**config.mk**
```make
export PLATFORM = sky130hd
export DESIGN_NAME = rtc_apb_sec
export DESIGN_NICKNAME = d
export VERILOG_FILES = /design/src/rtl/rtc_sec_pkg.sv /design/src/rtl/rtc_tick_gen.sv /design/src/rtl/rtc_apb_regs.sv /design/src/rtl/rtc_alarm_core.sv /design/src/rtl/rtc_apb_sec.sv
export SDC_FILE = /design/constraint.sdc
export NUM_CORES = 1
export LEC_CHECK = 0
export BUFFER_PORTS_ARGS = -buffer_cell sky130_fd_sc_hd__buf_2
export CAP_MARGIN = 20
export CELL_PAD_IN_SITES_DETAIL_PLACEMENT = 1
export CELL_PAD_IN_SITES_GLOBAL_PLACEMENT = 1
export CORE_MARGIN = 2
export CORE_UTILIZATION = 43
export DETAILED_ROUTE_END_ITERATION = 10
export GPL_ROUTABILITY_DRIVEN = 0
export MAX_ROUTING_LAYER = met4
export PLACE_DENSITY_LB_ADDON = 0.1
export SKIP_LAST_GASP = 1
export SLEW_MARGIN = 10
export SYNTH_ARGS = -nofsm -noshare
export SYNTH_HDL_FRONTEND = slang
export SYNTH_SLANG_ARGS = --single-unit
```
**constraint.sdc**
```tcl
create_clock -name clk -period 4.7 [get_ports clk]
set_clock_uncertainty 0.1 [all_clocks]
set_input_delay 1.175 -clock clk [delete_from_list [all_inputs] [get_ports clk]]
set_output_delay 1.175 -clock clk [all_outputs]
set_load 0.005 [all_outputs]
```
**src/rtl/rtc_sec_pkg.sv**
```systemverilog
// Shared constants and types for the seconds counter.
// Assumes a 32-bit APB data path and word addressing over a 4 KB window.
package rtc_sec_pkg;

    localparam int WORD_AW = 10;
    localparam int DATA_W  = 32;

    // Register select, taken from word-address bits [2:0] inside the base page.
    typedef enum logic [2:0] {
        SEL_COUNT = 3'd0,
        SEL_ALARM = 3'd1,
        SEL_PRESET = 3'd2,
        SEL_CTRL  = 3'd3,
        SEL_MASK  = 3'd4,
        SEL_RAW   = 3'd5,
        SEL_MSTAT = 3'd6,
        SEL_ACK   = 3'd7
    } reg_sel_e;

    // Word-address bits [9:3] that select the identification page (0xFE0..0xFFF).
    localparam logic [6:0] ID_PAGE = 7'h7F;

    // One-cycle write strobes handed from the decoder to the core.
    typedef struct packed {
        logic preset;
        logic alarm;
        logic mask;
        logic ack;
    } wr_strobe_t;

    // Identification byte for word index 0..7 of the ID page.
    function automatic logic [7:0] id_byte(input logic [2:0] idx);
        case (idx)
            3'd0:    return 8'h31;
            3'd1:    return 8'h10;
            3'd2:    return 8'h14;
            3'd3:    return 8'h00;
            3'd4:    return 8'h0D;
            3'd5:    return 8'hF0;
            3'd6:    return 8'h05;
            default: return 8'hB1;
        endcase
    endfunction

endpackage

```
**src/rtl/rtc_tick_gen.sv**
```systemverilog
// Prescaler: emits a one-cycle tick every DIV clock cycles.
// Assumes DIV >= 1; the first tick falls on the DIV-th edge after reset release.
module rtc_tick_gen #(
    parameter int unsigned DIV = 32768
) (
    input  logic clk,
    input  logic rst_n,
    output logic tick
);
    localparam int unsigned CW = (DIV > 1) ? $clog2(DIV) : 1;

    generate
        if (DIV == 1) begin : g_every_cycle
            // Divide-by-one: every edge is a tick.
            assign tick = 1'b1;
        end else begin : g_divider
            localparam logic [CW-1:0] LAST = CW'(DIV - 1);
            logic [CW-1:0] phase_q;

            assign tick = (phase_q == LAST);

            // Phase counter, restarts after each tick.
            always_ff @(posedge clk) begin
                if (!rst_n)    phase_q <= '0;
                else if (tick) phase_q <= '0;
                else           phase_q <= phase_q + 1'b1;
            end
        end
    endgenerate
endmodule

```
**src/rtl/rtc_apb_regs.sv**
```systemverilog
// APB decoder: turns access-phase writes into strobes and muxes read data.
// Assumes zero wait states; purely combinational, holds no state.
module rtc_apb_regs
    import rtc_sec_pkg::*;
(
    input  logic               psel,
    input  logic               penable,
    input  logic               pwrite,
    input  logic [WORD_AW-1:0] waddr,
    input  logic [DATA_W-1:0]  count_q,
    input  logic [DATA_W-1:0]  alarm_q,
    input  logic [DATA_W-1:0]  preset_q,
    input  logic               mask_q,
    input  logic               raw_q,
    output wr_strobe_t         wr,
    output logic [DATA_W-1:0]  rdata
);
    logic     in_base;
    logic     in_id;
    reg_sel_e sel;
    logic     wr_acc;

    assign in_base = (waddr[WORD_AW-1:3] == '0);
    assign in_id   = (waddr[WORD_AW-1:3] == ID_PAGE);
    assign sel     = reg_sel_e'(waddr[2:0]);
    assign wr_acc  = psel && penable && pwrite && in_base;

    // Write strobes; writes to read-only words decode to nothing.
    always_comb begin
        wr        = '0;
        wr.preset = wr_acc && (sel == SEL_PRESET);
        wr.alarm  = wr_acc && (sel == SEL_ALARM);
        wr.mask   = wr_acc && (sel == SEL_MASK);
        wr.ack    = wr_acc && (sel == SEL_ACK);
    end

    // Read mux; unmapped words and the write-only acknowledge word return 0.
    always_comb begin
        rdata = '0;
        if (psel && !pwrite) begin
            if (in_id) begin
                rdata = {{(DATA_W-8){1'b0}}, id_byte(waddr[2:0])};
            end else if (in_base) begin
                case (sel)
                    SEL_COUNT:  rdata = count_q;
                    SEL_ALARM:  rdata = alarm_q;
                    SEL_PRESET: rdata = preset_q;
                    SEL_CTRL:   rdata = {{(DATA_W-1){1'b0}}, 1'b1};
                    SEL_MASK:   rdata = {{(DATA_W-1){1'b0}}, mask_q};
                    SEL_RAW:    rdata = {{(DATA_W-1){1'b0}}, raw_q};
                    SEL_MSTAT:  rdata = {{(DATA_W-1){1'b0}}, raw_q & mask_q};
                    default:    rdata = '0;
                endcase
            end
        end
    end
endmodule

```
**src/rtl/rtc_alarm_core.sv**
```systemverilog
// Seconds count, alarm value, preset readback, mask, raw flag and registered irq.
// Assumes the strobes are one-cycle pulses and that at most one is active per edge.
// The alarm compare uses next-state values, so a write that creates equality
// sets the flag on its own edge.
module rtc_alarm_core
    import rtc_sec_pkg::*;
(
    input  logic              clk,
    input  logic              rst_n,
    input  logic              tick,
    input  wr_strobe_t        wr,
    input  logic [DATA_W-1:0] wdata,
    output logic [DATA_W-1:0] count_q,
    output logic [DATA_W-1:0] alarm_q,
    output logic [DATA_W-1:0] preset_q,
    output logic              mask_q,
    output logic              raw_q,
    output logic              irq_q
);
    logic [DATA_W-1:0] count_d;
    logic [DATA_W-1:0] alarm_d;
    logic              mask_d;
    logic              raw_d;
    logic              hit;

    // Next count: a preset beats a tick; wraps modulo 2^DATA_W.
    always_comb begin
        if (wr.preset)  count_d = wdata;
        else if (tick)  count_d = count_q + 1'b1;
        else            count_d = count_q;
    end

    assign alarm_d = wr.alarm ? wdata    : alarm_q;
    assign mask_d  = wr.mask  ? wdata[0] : mask_q;
    assign hit     = (wr.preset || wr.alarm || tick) && (count_d == alarm_d);

    // Raw flag: a hit outranks an acknowledge on the same edge.
    always_comb begin
        if (hit)         raw_d = 1'b1;
        else if (wr.ack) raw_d = 1'b0;
        else             raw_d = raw_q;
    end

    // State registers, all cleared by reset.
    always_ff @(posedge clk) begin
        if (!rst_n) begin
            count_q  <= '0;
            alarm_q  <= '0;
            preset_q <= '0;
            mask_q   <= 1'b0;
            raw_q    <= 1'b0;
            irq_q    <= 1'b0;
        end else begin
            count_q  <= count_d;
            alarm_q  <= alarm_d;
            if (wr.preset) preset_q <= wdata;
            mask_q   <= mask_d;
            raw_q    <= raw_d;
            irq_q    <= raw_d & mask_d;
        end
    end
endmodule

```
**src/rtl/rtc_apb_sec.sv**
```systemverilog
// Top: APB seconds counter with alarm interrupt.
// Assumes the APB master gives word addresses (byte bits [11:2]) and that
// TICK_DIV equals the clock frequency in Hz for a one-second tick.
module rtc_apb_sec
    import rtc_sec_pkg::*;
#(
    parameter int unsigned TICK_DIV = 32768
) (
    input  logic        clk,
    input  logic        rst_n,
    input  logic        psel,
    input  logic        penable,
    input  logic        pwrite,
    input  logic [11:2] paddr,
    input  logic [31:0] pwdata,
    output logic [31:0] prdata,
    output logic        pready,
    output logic        pslverr,
    output logic        irq
);
    logic              tick;
    wr_strobe_t        wr;
    logic [DATA_W-1:0] count_q;
    logic [DATA_W-1:0] alarm_q;
    logic [DATA_W-1:0] preset_q;
    logic              mask_q;
    logic              raw_q;

    assign pready  = 1'b1;
    assign pslverr = 1'b0;

    rtc_tick_gen #(.DIV(TICK_DIV)) u_tick (
        .clk   (clk),
        .rst_n (rst_n),
        .tick  (tick)
    );

    rtc_apb_regs u_regs (
        .psel     (psel),
        .penable  (penable),
        .pwrite   (pwrite),
        .waddr    (paddr),
        .count_q  (count_q),
        .alarm_q  (alarm_q),
        .preset_q (preset_q),
        .mask_q   (mask_q),
        .raw_q    (raw_q),
        .wr       (wr),
        .rdata    (prdata)
    );

    rtc_alarm_core u_core (
        .clk      (clk),
        .rst_n    (rst_n),
        .tick     (tick),
        .wr       (wr),
        .wdata    (pwdata),
        .count_q  (count_q),
        .alarm_q  (alarm_q),
        .preset_q (preset_q),
        .mask_q   (mask_q),
        .raw_q    (raw_q),
        .irq_q    (irq)
    );
endmodule

```
After elaboration in Yosys (flattened, before gate mapping):

Index checks and enable logic that the tools add are counted.

* $add $sub $neg: 2
* equality and inequality tests: 10
* mux-type cells: 11
* bitwise logic cells: 3
* reductions and logical operators: 15

Operators by type and width (count)
* case mux 32 bit (7 select lines): 1
* 2-to-1 mux 32 bit: 6
* case mux 8 bit (7 select lines): 1
* adder 32 x 1 -> 32 bit (second input constant): 1
* == test 32 bit: 1
* adder 15 x 1 -> 15 bit (second input constant): 1
* == test 15 bit (second input constant): 1
* == test 3 bit (second input constant): 4
* logical AND 1 bit: 9
* == test 7 bit (second input constant): 1
* zero test 7 bit: 1
* == test 3 x 2 -> 1 bit (second input constant): 2
* == test 3 x 1 -> 1 bit (second input constant): 1
* zero test 3 bit: 1
* 2-to-1 mux 1 bit: 3
* AND 1 bit: 2
* logical OR 1 bit: 2
* OR reduction 2 bit: 1
* zero test 1 bit: 1
* inverter 1 bit: 1

* flip-flop bits (word level): 114
* output and inout bits: 35

Longest topological paths before layout:

Gate-level depths: netlist of run 1.

* depth in word-level cells: 9
* mapped depth: 13
* gate-level depth less buffers: 11

Modules after synthesis:

A second synthesis of run 1 with hierarchy kept.

* cells, all modules: 929
* area total of the unflattened synthesis: 7587.3 um2

Modules (own cells, without submodules)
* rtc_alarm_core: times used 1, cells an instance 678, area each 5801.8 um2, sequential area each 1981.9 um2
* rtc_apb_regs: times used 1, cells an instance 178, area each 1062.3 um2, sequential area each 0.0 um2
* rtc_tick_gen: times used 1, cells an instance 69, area each 700.7 um2, sequential area each 300.3 um2
* rtc_apb_sec: times used 1, cells an instance 4, area each 22.5 um2, sequential area each 0.0 um2

Worst setup path before layout of run 1:

OpenSTA, ideal clock, no wires.

* path kind: in2out
* start point: input port paddr[7] (netlist bit)
* end point: output port prdata[11]
* arrival: 2.759 ns
* data required time: 3.425 ns
* setup slack: 0.666 ns
* stages: 6
* buffers on the path: 2
* path through: nor4_1 nand2_1 or3_1 clkbuf_1 clkbuf_1 nor2_1

* cells in the longest elaborated chain, start to end: 4

Ends and longest elaborated chain
* start, declared: line rtc_apb_sec.sv:14 `input logic [11:2] paddr,`
* zero test 7 bit: line rtc_apb_regs.sv:23 `assign in_base = (waddr[WORD_AW-1:3] == '0);`
* 2-to-1 mux 32 bit: line rtc_apb_regs.sv:43 `end else if (in_base) begin`
* 2-to-1 mux 32 bit *: line rtc_apb_regs.sv:41 `if (in_id) begin`
* 2-to-1 mux 32 bit *: line rtc_apb_regs.sv:40 `if (psel && !pwrite) begin`
* end, declared: line rtc_apb_sec.sv:16 `output logic [31:0] prdata,`

Mark *: on every way between the ends. The rest lies on a longest branch, timed or not.

Final worst setup path of run 1:

* start point: input port paddr[7] (netlist bit)
* end point: output port prdata[13]

Same word-level chain as after synthesis.

==> metrics, run 1 <==
Hold Buf Count CTS=0; area of the multi-input gates=approximately 0.0050 sq mm; Core Footprint=0.0173 sq mm; DR top layer=met4; setup ws final=around 530 ps; r2r startpoint=u_tick.g_divider.phase_q[0]; Slowest-stage cell, CP=or3_1; P&R area growth vs syn=15.1%; Mapped Avg Cell Area=7.18 sq um; number of top-level pins=just over 80; Initial Util=0.440; antenna cells=0; Tmin final=4170 ps; H-tree Lvls=4; Max-Cap Viols=0; Detail Route met3 WL=1510 microns; height of the chip=137 microns; HPWL after DPL=roughly 19,000 microns; routed length on met1=13,200 microns; First DRT Iteration DRCs=668; I/O Buffers=79; most common cell in the netlist=nand2_1; clock buffer depth=2; Lkg Pwr=3.20 nW; Die W=between 100 and 150 microns; Max VDD drop=0.241 mV; Final Max Slew Viols=0; worst setup path endpoint=prdata[13]; highest clock rate=240 MHz; Worst Setup SP=paddr[7]; Synth cell types=70; Worst-path clk slew=60 ps; Final Hold Vio Count=0; Vias/cell=5.95; WP data required=3420 ps; asr flop ratio synth=0; worst reg2reg path depth=11; synthesized area=~0.0076 sq mm; first-pass GRT wire length=43,500 microns; Setup Viol. Count Final=0; DR DRC count=0; sequential cell area=0.00228 sq mm; register area share after synthesis=0.300; Power, Total=between 2 and 2.5 mW; initial antenna violation count=0; Yosys warning total=0; largest net degree at the start of global routing=between 90 and 100; Worst setup SP type=input port; EDFF count, synth=0; share of cells above drive strength 1=0.149; top_reg_cell synth=dfxtp_1; area leader, netlist=dfxtp_1; DP Worst Slack=421 ps; GRT Util Overall=0.310; Final #Nets=1,163; CTS tree=yes; vias in the first global route=7,786; status=complete, no violations; antenna viol nets, final=0; metal2 WL=12,500 microns; HP Class=flop to flop; part of the cycle the worst path needs=0.888; Mapped Nets=roughly 1,100; most used cell, CP=buf_2; FP Rows=48; Worst setup EP type=output port; Slowest Stage Delay on Critical Path=approximately 520 ps; vias after detailed routing=8,039; relative max-transition margin=0.264; RSZ-0062 raised after global routing=no; Worst-Margin Slew=about 1100 ps; CTS sink cnt=114; Cells after Synth=1,059; worst-skew pair later-pin latency=430 ps; Synth Register Bits=114; Worst EP arrival=between 2000 and 3000 ps; CP Max Fanout=15; Post-CTS Setup Bufs=0; final WL=27,600 microns; crit-path cells=buf_2, nor4_1, buf_4, nand2_1, or3_1, buf_12, nor2_1, buf_2; DRT Pass-1 Iters=5; Root Buffer=clkbuf_16; CTS resizes=0; commonest cells in the netlist=196 x nand2_1, 140 x nor2_1, 124 x a21oi_1; die area=0.0188 sq mm; total grt overflow=0; WL per Instance=just over 20 microns; top cells by area, synth=dfxtp_1 30%, nand2_1 9.7%, a21oi_1 8.2%; CTS buffer count=17; power per cell area=259 mW/mm^2; flop2flop setup slack=700 ps; FILL cells=2,237; post-synth top area share=0.300; worst r2r dst=u_core.irq_q; Setup Total Neg Slack=0 ps; Crit Path Category=input port to output port
metrics by stage:
step / std cells / cell area, sq um / hold slack, ps / utilization
after CTS: 1351 / 8750 / 352 / 0.506
after detailed placement: 1320 / 8240 / 344 / 0.477
after global placement: 1320 / 8240 / 340 / 0.477
final: 1351 / 8750 / 351 / 0.506
after floorplan: 1059 / 7600 / 326 / -
after global routing: 1351 / 8750 / 375 / 0.506
cell type report:
cell class,instances,area share
Clock buffer,21,0.0503
Tap cell,225,0.0322
Clock inverter,10,0.00744
Multi-Input combinational cell,860,0.569
Timing Repair Buffer,111,0.0755
Inverter,10,0.00429
Sequential cell,114,0.261
cells by family (layout without fill, tap and decap cells):
family                   after synthesis  count (layout)  share of synthesized area
adder cells (fa/ha/maj)                2               2                    0.00329
AND/OR/NAND/NOR                      481             481                      0.302
other                                  2               2                   0.000988
multiplexers                          42              42                     0.0555
AO/OA/AOI/OAI                        262             262                      0.210
XOR/XNOR                              71              71                     0.0818
flip-flops                           114             114                      0.300
buffers and inverters                 85             152                     0.0459
report_power, final:
part	internal, mW	switching, mW	leakage (nW)	total, mW
Combinational	0.0404	0.0897	2.04	0.130
Clock	0.665	0.500	0.242	1.17
Sequential	0.969	0.00229	0.918	0.971
worst min path at each step:
| stage | end | depth (start not counted) | slack (ps) | start |
|---|---|---|---|---|
| floorplan | u_tick.g_divider.phase_q[0] | 1 | 330 | u_tick.g_divider.phase_q[0] |
| global placement | u_core.preset_q[8] | 2 | 340 | u_core.preset_q[8] |
| detailed placement | u_core.preset_q[11] | 2 | 340 | u_core.preset_q[11] |
| CTS | u_core.preset_q[11] | 2 | 350 | u_core.preset_q[11] |
| global route | u_core.preset_q[20] | 2 | 380 | u_core.preset_q[20] |
| finish | u_core.preset_q[14] | 2 | 350 | u_core.preset_q[14] |
flip-flops by register name, summed over array words and instances (netlist names):
signal,count
u_core.count_q,32
u_tick.g_divider.phase_q,15
u_core.alarm_q,32
u_core.raw_q,1
u_core.irq_q,1
u_core.mask_q,1
u_core.preset_q,32
cell usage in the layout, fill, tap and decap left out, types with 3 or more instances in the layout:
| master | n |
|---|---|
| or3_1 | 10 |
| a221oi_1 | 4 |
| clkbuf_16 | 17 |
| nand2_1 | 196 |
| nor4_2 | 9 |
| o22ai_1 | 17 |
| nand3_1 | 27 |
| and4_1 | 4 |
| a22oi_1 | 6 |
| a211oi_1 | 30 |
| nor2b_1 | 3 |
| nor2_1 | 140 |
| o21ai_1 | 5 |
| and2_1 | 4 |
| inv_1 | 9 |
| o211ai_1 | 4 |
| a31o_2 | 4 |
| nand4_1 | 20 |
| buf_2 | 79 |
| nor3_1 | 20 |
| mux2i_1 | 41 |
| xnor2_1 | 44 |
| buf_4 | 30 |
| o21ai_0 | 32 |
| clkinvlp_4 | 3 |
| nor3b_1 | 5 |
| clkinv_2 | 5 |
| nor4_4 | 5 |
| xor2_1 | 27 |
| o211a_1 | 5 |
| dfxtp_1 | 114 |
| nor4_1 | 4 |
| and3_1 | 9 |
| clkbuf_1 | 4 |
| nand2b_1 | 5 |
| a21o_1 | 3 |
| or4_1 | 6 |
| a21oi_1 | 124 |
layer usage:
metal  vias up  global-route usage
met5         -                   -
met4         0              0.0842
met3        39              0.0537
met2       236               0.477
met1      3927               0.421
li1       3837                   -
worst max-delay path, delay by kind of cell:
family	cells	cell delay [ps]
and+or+nand+nor	4	1030
buffers and inverters	4	670
(Power assumes the default switching activity.)
==> inputs of run 2 (changes only) <==
Settings changed: CELL_PAD_IN_SITES_GLOBAL_PLACEMENT 1 to 2, CORE_UTILIZATION 43 to 34.
==> metrics, run 2 (synthesis gave the netlist of run 1 again) <==
Setup Viol. Count Final=0 (unchanged); Initial Util=0.347 (-0.0923); HP Class=flop to flop; status=complete, no violations; Worst setup SP type=input port; share of cells above drive strength 1=0.156 (+0.00716); Worst-path clk slew=60 ps (about the same); CTS resizes=0 (unchanged); Root Buffer=clkbuf_16; height of the chip=154 microns (+12%); NetSw=0.612 mW (+3.3%); highest clock rate=230 MHz (-4.0%); worst-skew pair later-pin latency=420 ps (about the same); antenna viol nets, final=0 (unchanged); Sw Ratio=0.257 (-0.00389); FP Rows=54 (+13%); Setup Total Neg Slack=0 ps (unchanged); I/O Buffers=79 (unchanged); Core Footprint=0.0219 sq mm (+27%); WP data required=3420 ps (about the same); initial antenna violation count=1 (+1); Crit Path Category=input port to output port; Gate power share=0.057 (about the same); Int Pwr=1.77 mW (+5.5%); number of top-level pins=82 (unchanged); CTS buffer count=17 (unchanged); Worst setup EP type=output port; clock buffer depth=2 (unchanged); Final Max Slew Viols=0 (unchanged); Max VDD drop=0.242 mV (+0.34%); Clock Power Share=0.535 (+0.021); DR DRC count=0 (unchanged); largest registers=u_core.alarm_q x32, u_core.count_q x32, u_core.preset_q x32; first-pass GRT wire length=45,600 microns (+4.6%); area of the multi-input gates=0.00498 sq mm (unchanged); Worst-Margin Slew=914 ps (-190 ps); Flop pwr share=0.408 (-0.021); vias in the first global route=7,798 (+0.15%); Worst EP arrival=3070 ps (+170 ps); Hold Slack=352 ps (+1.00 ps); relative max-transition margin=0.391 (+0.126); total grt overflow=0 (unchanged); part of the cycle the worst path needs=0.925 (+0.0370); Placed Area=0.00834 sq mm (+1.2%); First DRT Iteration DRCs=667 (-0.15%); fin area=0.00893 sq mm (+2.1%); antenna cells=0 (unchanged); Final #Nets=1,168 (+0.43%); RSZ-0062 raised after global routing=no; commonest non-fill, non-tap cell in the layout=nand2_1; vias after detailed routing=7,844 (-2.4%); CTS sink cnt=114 (unchanged); power per cell area=266 mW/mm^2 (+2.8%); Hold Buf Count CTS=0 (unchanged); Lkg Pwr=3.24 nW (+1.3%); sequential cell area=0.00228 sq mm (unchanged); Post-CTS Setup Bufs=0 (unchanged); largest net degree at the start of global routing=97 (unchanged); final WL=28,400 microns (+3.0%); FILL cells=2,784 (+24%); DRT Pass-1 Iters=5 (unchanged); commonest cells after routing, fill and taps aside=196 x nand2_1, 140 x nor2_1, 124 x a21oi_1; H-tree Lvls=4 (unchanged); Vias/cell=5.56 (-6.6%); HPWL after DPL=20,100 microns (+5.8%); CTS tree=yes; P&R area growth vs syn=17.4%; Die W=154 microns (+12%); die area=0.0236 sq mm (+26%); GRT Util Overall=0.250 (-0.0606); Max-Cap Viols=0 (unchanged); Final Hold Vio Count=0 (unchanged); WL per Instance=20.1 microns (-1.5%); CP Max Fanout=16 (+1); Tmin final=4350 ps (+174 ps)
==> run 2: changes by cell type in the layout (fill, tap and decap cells not counted), moves of 2 or more <==
| cell | change |
|---|---|
| clkinvlp_4 | +2 |
| clkbuf_1 | -3 |
| buf_4 | +4 |
| clkbuf_8 | +2 |
==> run 2: power groups by stage <==
stage / sequential (mW) / clock [mW] / combinational (mW)
2_1_floorplan: 0.992 / 0 / 0.0652
3_3_place_gp: 0.992 / 0 / 0.131
3_5_place_dp: 0.992 / 0 / 0.132
4_1_cts: 0.971 / 1.29 / 0.132
5_1_grt: 0.971 / 1.34 / 0.146
6_report: 0.971 / 1.27 / 0.135
==> run 2: cell type report <==
cell class,instances,area share
sequential,114,0.256
timing repair buffer,116,0.0796
multi-input combinational,860,0.558
inverter,10,0.00434
tap,280,0.0392
clock inverter,12,0.0122
clock buffer,20,0.0511
==> run 2: final timing paths <==
path	from	end	cells past startpoint	slack [ps]
worst max-delay path	paddr[7]	prdata[28]	7	350
worst max register to register	u_tick.g_divider.phase_q[0]	u_core.raw_q	11	660
worst min register to register	u_core.preset_q[16]	u_core.preset_q[16]	2	350
worst min-delay path	u_core.preset_q[16]	u_core.preset_q[16]	2	350
==> run 2: per-layer routing <==
metal | global-route usage | share of wire | vias to the layer above
li1 | - | - | 3841
met1 | 0.361 | 0.52 | 3829
met2 | 0.374 | 0.44 | 154
met3 | 0.0282 | 0.035 | 20
met4 | 0.0599 | 0.0096 | 0
met5 | - | 0 | -
==> run 2: metrics by stage <==
step	power, mW	utilization	instances	worst slack, ps
global route	2.45	0.408	1412	175
finish	2.38	0.408	1412	355
floorplan	1.06	-	1059	666
CTS	2.40	0.407	1411	265
detailed placement	1.12	0.381	1379	268
global placement	1.12	0.381	1379	299
==> run 2: worst max-delay path: stages <==
cell and delay (ps):
buf_2 110, nor4_1 370, nand2_1 160, or3_1 690, buf_4 330, nor2_1 110
buf_2 120
==> inputs of run 3 (changes only) <==
Settings changed: CORE_UTILIZATION 34 to 36, SYNTH_HIERARCHICAL set to 1.
==> metrics, run 3 <==
Core Footprint=0.0208 sq mm (-4.9%); Post-Synth Simple-Gate Area=0.265 (-0.0378); Mapped Avg Cell Area=8.17 sq um (+14%); Tmin final=4280 ps (-69.7 ps); Final Max Slew Viols=0 (unchanged); CTS buffer count=17 (unchanged); die area=0.0223 sq mm (-5.6%); commonest non-fill, non-tap cell in the layout=nor2_1; relative max-transition margin=0.564 (+0.173); Synth Register Bits=114 (unchanged); asr flop ratio synth=0 (unchanged); vias in the first global route=7,052 (-9.6%); Initial Util=0.364 (+0.0170); DR DRC count=0 (unchanged); H-tree Lvls=4 (unchanged); Final Hold Vio Count=0 (unchanged); height of the chip=149 microns (-2.8%); Setup Total Neg Slack=0 ps (unchanged); share of cells above drive strength 1=0.183 (+0.0262); r2r startpoint=u_tick/g_divider.phase_q[4]; top cells by area, synth=dfxtp_1 30%, mux2i_1 11%, nor2_1 8.4%; register area share after synthesis=0.301 (+0.000643); HPWL after DPL=20,000 microns (-0.45%); WP buf/inv=3 (unchanged); Crit Path Category=input port to flop; clock buffer depth=2 (unchanged); CTS tree=yes; FP Rows=53 (-1.9%); Final #Nets=1,055 (-9.7%); part of the cycle the worst path needs=0.910 (-0.0148); I/O Buffers=79 (unchanged); Cells after Synth=929 (-12%); DRT Pass-1 Iters=5 (unchanged); Worst setup EP type=flop; Power, Total=2.37 mW (-0.15%); HP Class=flop to flop; highest clock rate=234 MHz (+1.6%); worst-skew pair later-pin latency=430 ps (about the same); Yosys warning total=6 (+6); RSZ-0062 raised after global routing=no; Slowest Stage Delay on Critical Path=550 ps (-140 ps); largest registers=u_core/alarm_q x32, u_core/count_q x32, u_core/preset_q x32; most used cell, CP=nand4_1; Max-Cap Viols=0 (unchanged); Mapped Nets=978 (-12%); worst r2r dst=u_core/irq_q; Setup Viol. Count Final=0 (unchanged); crit-path cells=buf_2, or4_4, nor2_1, nand4_1, buf_4, nor2_4, buf_12, mux2i_1, nor3_1, a221o_1, a2111oi_0, o2111a_1, nand4_1, o31ai_1; Worst EP arrival=4510 ps (+1440 ps); initial antenna violation count=0 (-1); CTS resizes=0 (unchanged); vias after detailed routing=7,136 (-9.0%); most common cell in the netlist=nor2_1; Post-CTS Setup Bufs=0 (unchanged); Root Buffer=clkbuf_16; area leader, netlist=dfxtp_1; Worst-Margin Slew=649 ps (-265 ps); Worst-path clk slew=60 ps (about the same); total grt overflow=0 (unchanged); power per cell area=266 mW/mm^2 (about the same); CTS sink cnt=114 (unchanged); Hold Crit Depth=2 (unchanged); top_reg_cell synth=dfxtp_1; WL per Instance=20.9 microns (+3.6%); EDFF count, synth=0 (unchanged); Synth cell types=87 (+24%); largest net degree at the start of global routing=43 (-56%); Slowest-stage cell, CP=or4_4; Lkg Pwr=3.31 nW (+2.0%); number of top-level pins=82 (unchanged); first-pass GRT wire length=42,000 microns (-7.8%); Worst setup SP type=input port; CP Max Fanout=20 (+4); Synth Area in Adders=0.00330 (+0.00000706); P&R area growth vs syn=17.6%; worst reg2reg path depth=11 (unchanged); post-synth top area share=0.301 (+0.000643); post-synthesis compound-gate area fraction=0.144 (-0.0663); post-synthesis mux area share=0.111 (+0.0557); commonest cells in the netlist=169 x nor2_1, 114 x dfxtp_1, 86 x nand2_1; hold_sp=u_core/preset_q[31]; flop2flop setup slack=510 ps (-150 ps); antenna viol nets, final=0 (unchanged); Vias/cell=5.51 (-0.73%); CP delay by family, top=compound AO/OA/AOI/OAI gates; commonest cells after routing, fill and taps aside=168 x nor2_1, 114 x dfxtp_1, 86 x nand2_1; WP data required=4940 ps (+1520 ps); Hold Buf Count CTS=0 (unchanged); Max VDD drop=0.237 mV (-2.2%); antenna cells=0 (unchanged); Post-Synth XOR/XNOR Area=0.127 (+0.0449); First DRT Iteration DRCs=369 (-45%); Die W=149 microns (-2.8%); GRT Util Overall=0.255 (+0.00484); synthesized area=0.00759 sq mm (-0.21%); largest family of logic cells by synthesized area=simple AND/OR/NAND/NOR gates; final WL=27,000 microns (-5.0%); status=complete, no violations; worst min-delay path endpoint=u_core/preset_q[31]
run 3: cell types whose count changed after synthesis, moves of 14 or more:
cell      delta
nand2_1    -110
o21ai_0     -14
a21oi_1     -70
clkbuf_1    -24
o22ai_1     -14
a211oi_1    -20
nand3_1     -15
mux2i_1     +41
xor2_1      +15
nor2_1      +29
run 3: worst max-delay path by stage:
stage | from | endpoint | slack [ps] | cells after the start
2_1_floorplan | paddr[8] | u_core/preset_q[10] | 480 | 11
3_3_place_gp | paddr[8] | u_core/irq_q | 180 | 14
3_5_place_dp | paddr[8] | u_core/irq_q | 8 | 14
4_1_cts | paddr[8] | u_core/irq_q | 420 | 14
5_1_grt | paddr[8] | u_core/irq_q | 60 | 14
6_report | paddr[8] | u_core/irq_q | 420 | 14
run 3: cell families (layout without fill, tap and decap cells):
logic type | after synthesis | after routing
and+or+nand+nor | 403 | 403
AOI/OAI and AO/OA | 154 | 154
DFF | 114 | 114
xor gates and xnor gates | 100 | 100
muxes | 84 | 84
buffers and inverters | 70 | 160
adders and majority gates | 2 | 2
other | 2 | 2
run 3: worst register-to-register path, stage by stage (launching register included):
cell,delay [ps]
dfxtp_1,450
nand4_4,240
nor4_2,470
buf_4,250
nand4_2,160
or2_1,330
nor4_2,640
xor2_1,290
a2111oi_0,510
o2111a_1,260
nand4_1,110
o31ai_1,280
run 3: power by group:
group	internal (mW)	total, mW	switching [mW]
combinational	0.0460	0.135	0.0893
clock	0.698	1.27	0.570
sequential	0.968	0.970	0.00217
total	1.71	2.37	0.662
run 3: per-layer routing:
metal	global-route usage	share of wire	vias up
met5	-	0	-
li1	-	-	3454
met4	0.0710	0.015	0
met1	0.353	0.50	3468
met3	0.0318	0.043	32
met2	0.391	0.45	182
run 3: metrics by stage:
step / utilization / setup WS, ps / instance area (sq um) / hold slack [ps] / instances
after floorplan: - / 483 / 7590 / 326 / 929
after global placement: 0.402 / 184 / 8360 / 346 / 1262
after detailed placement: 0.402 / 8.09 / 8360 / 350 / 1262
after CTS: 0.429 / 424 / 8920 / 358 / 1294
after global routing: 0.429 / 62.5 / 8920 / 380 / 1294
final: 0.429 / 424 / 8920 / 355 / 1294
run 3: area by class of cell:
type,instances,area (sq um)
clock buffer,17,425
sequential,114,2280
tap,275,344
timing repair buffer,119,746
fill,2515,11900
multi-input combinational,745,4960
clock inverter,15,136
inverter,9,33.8
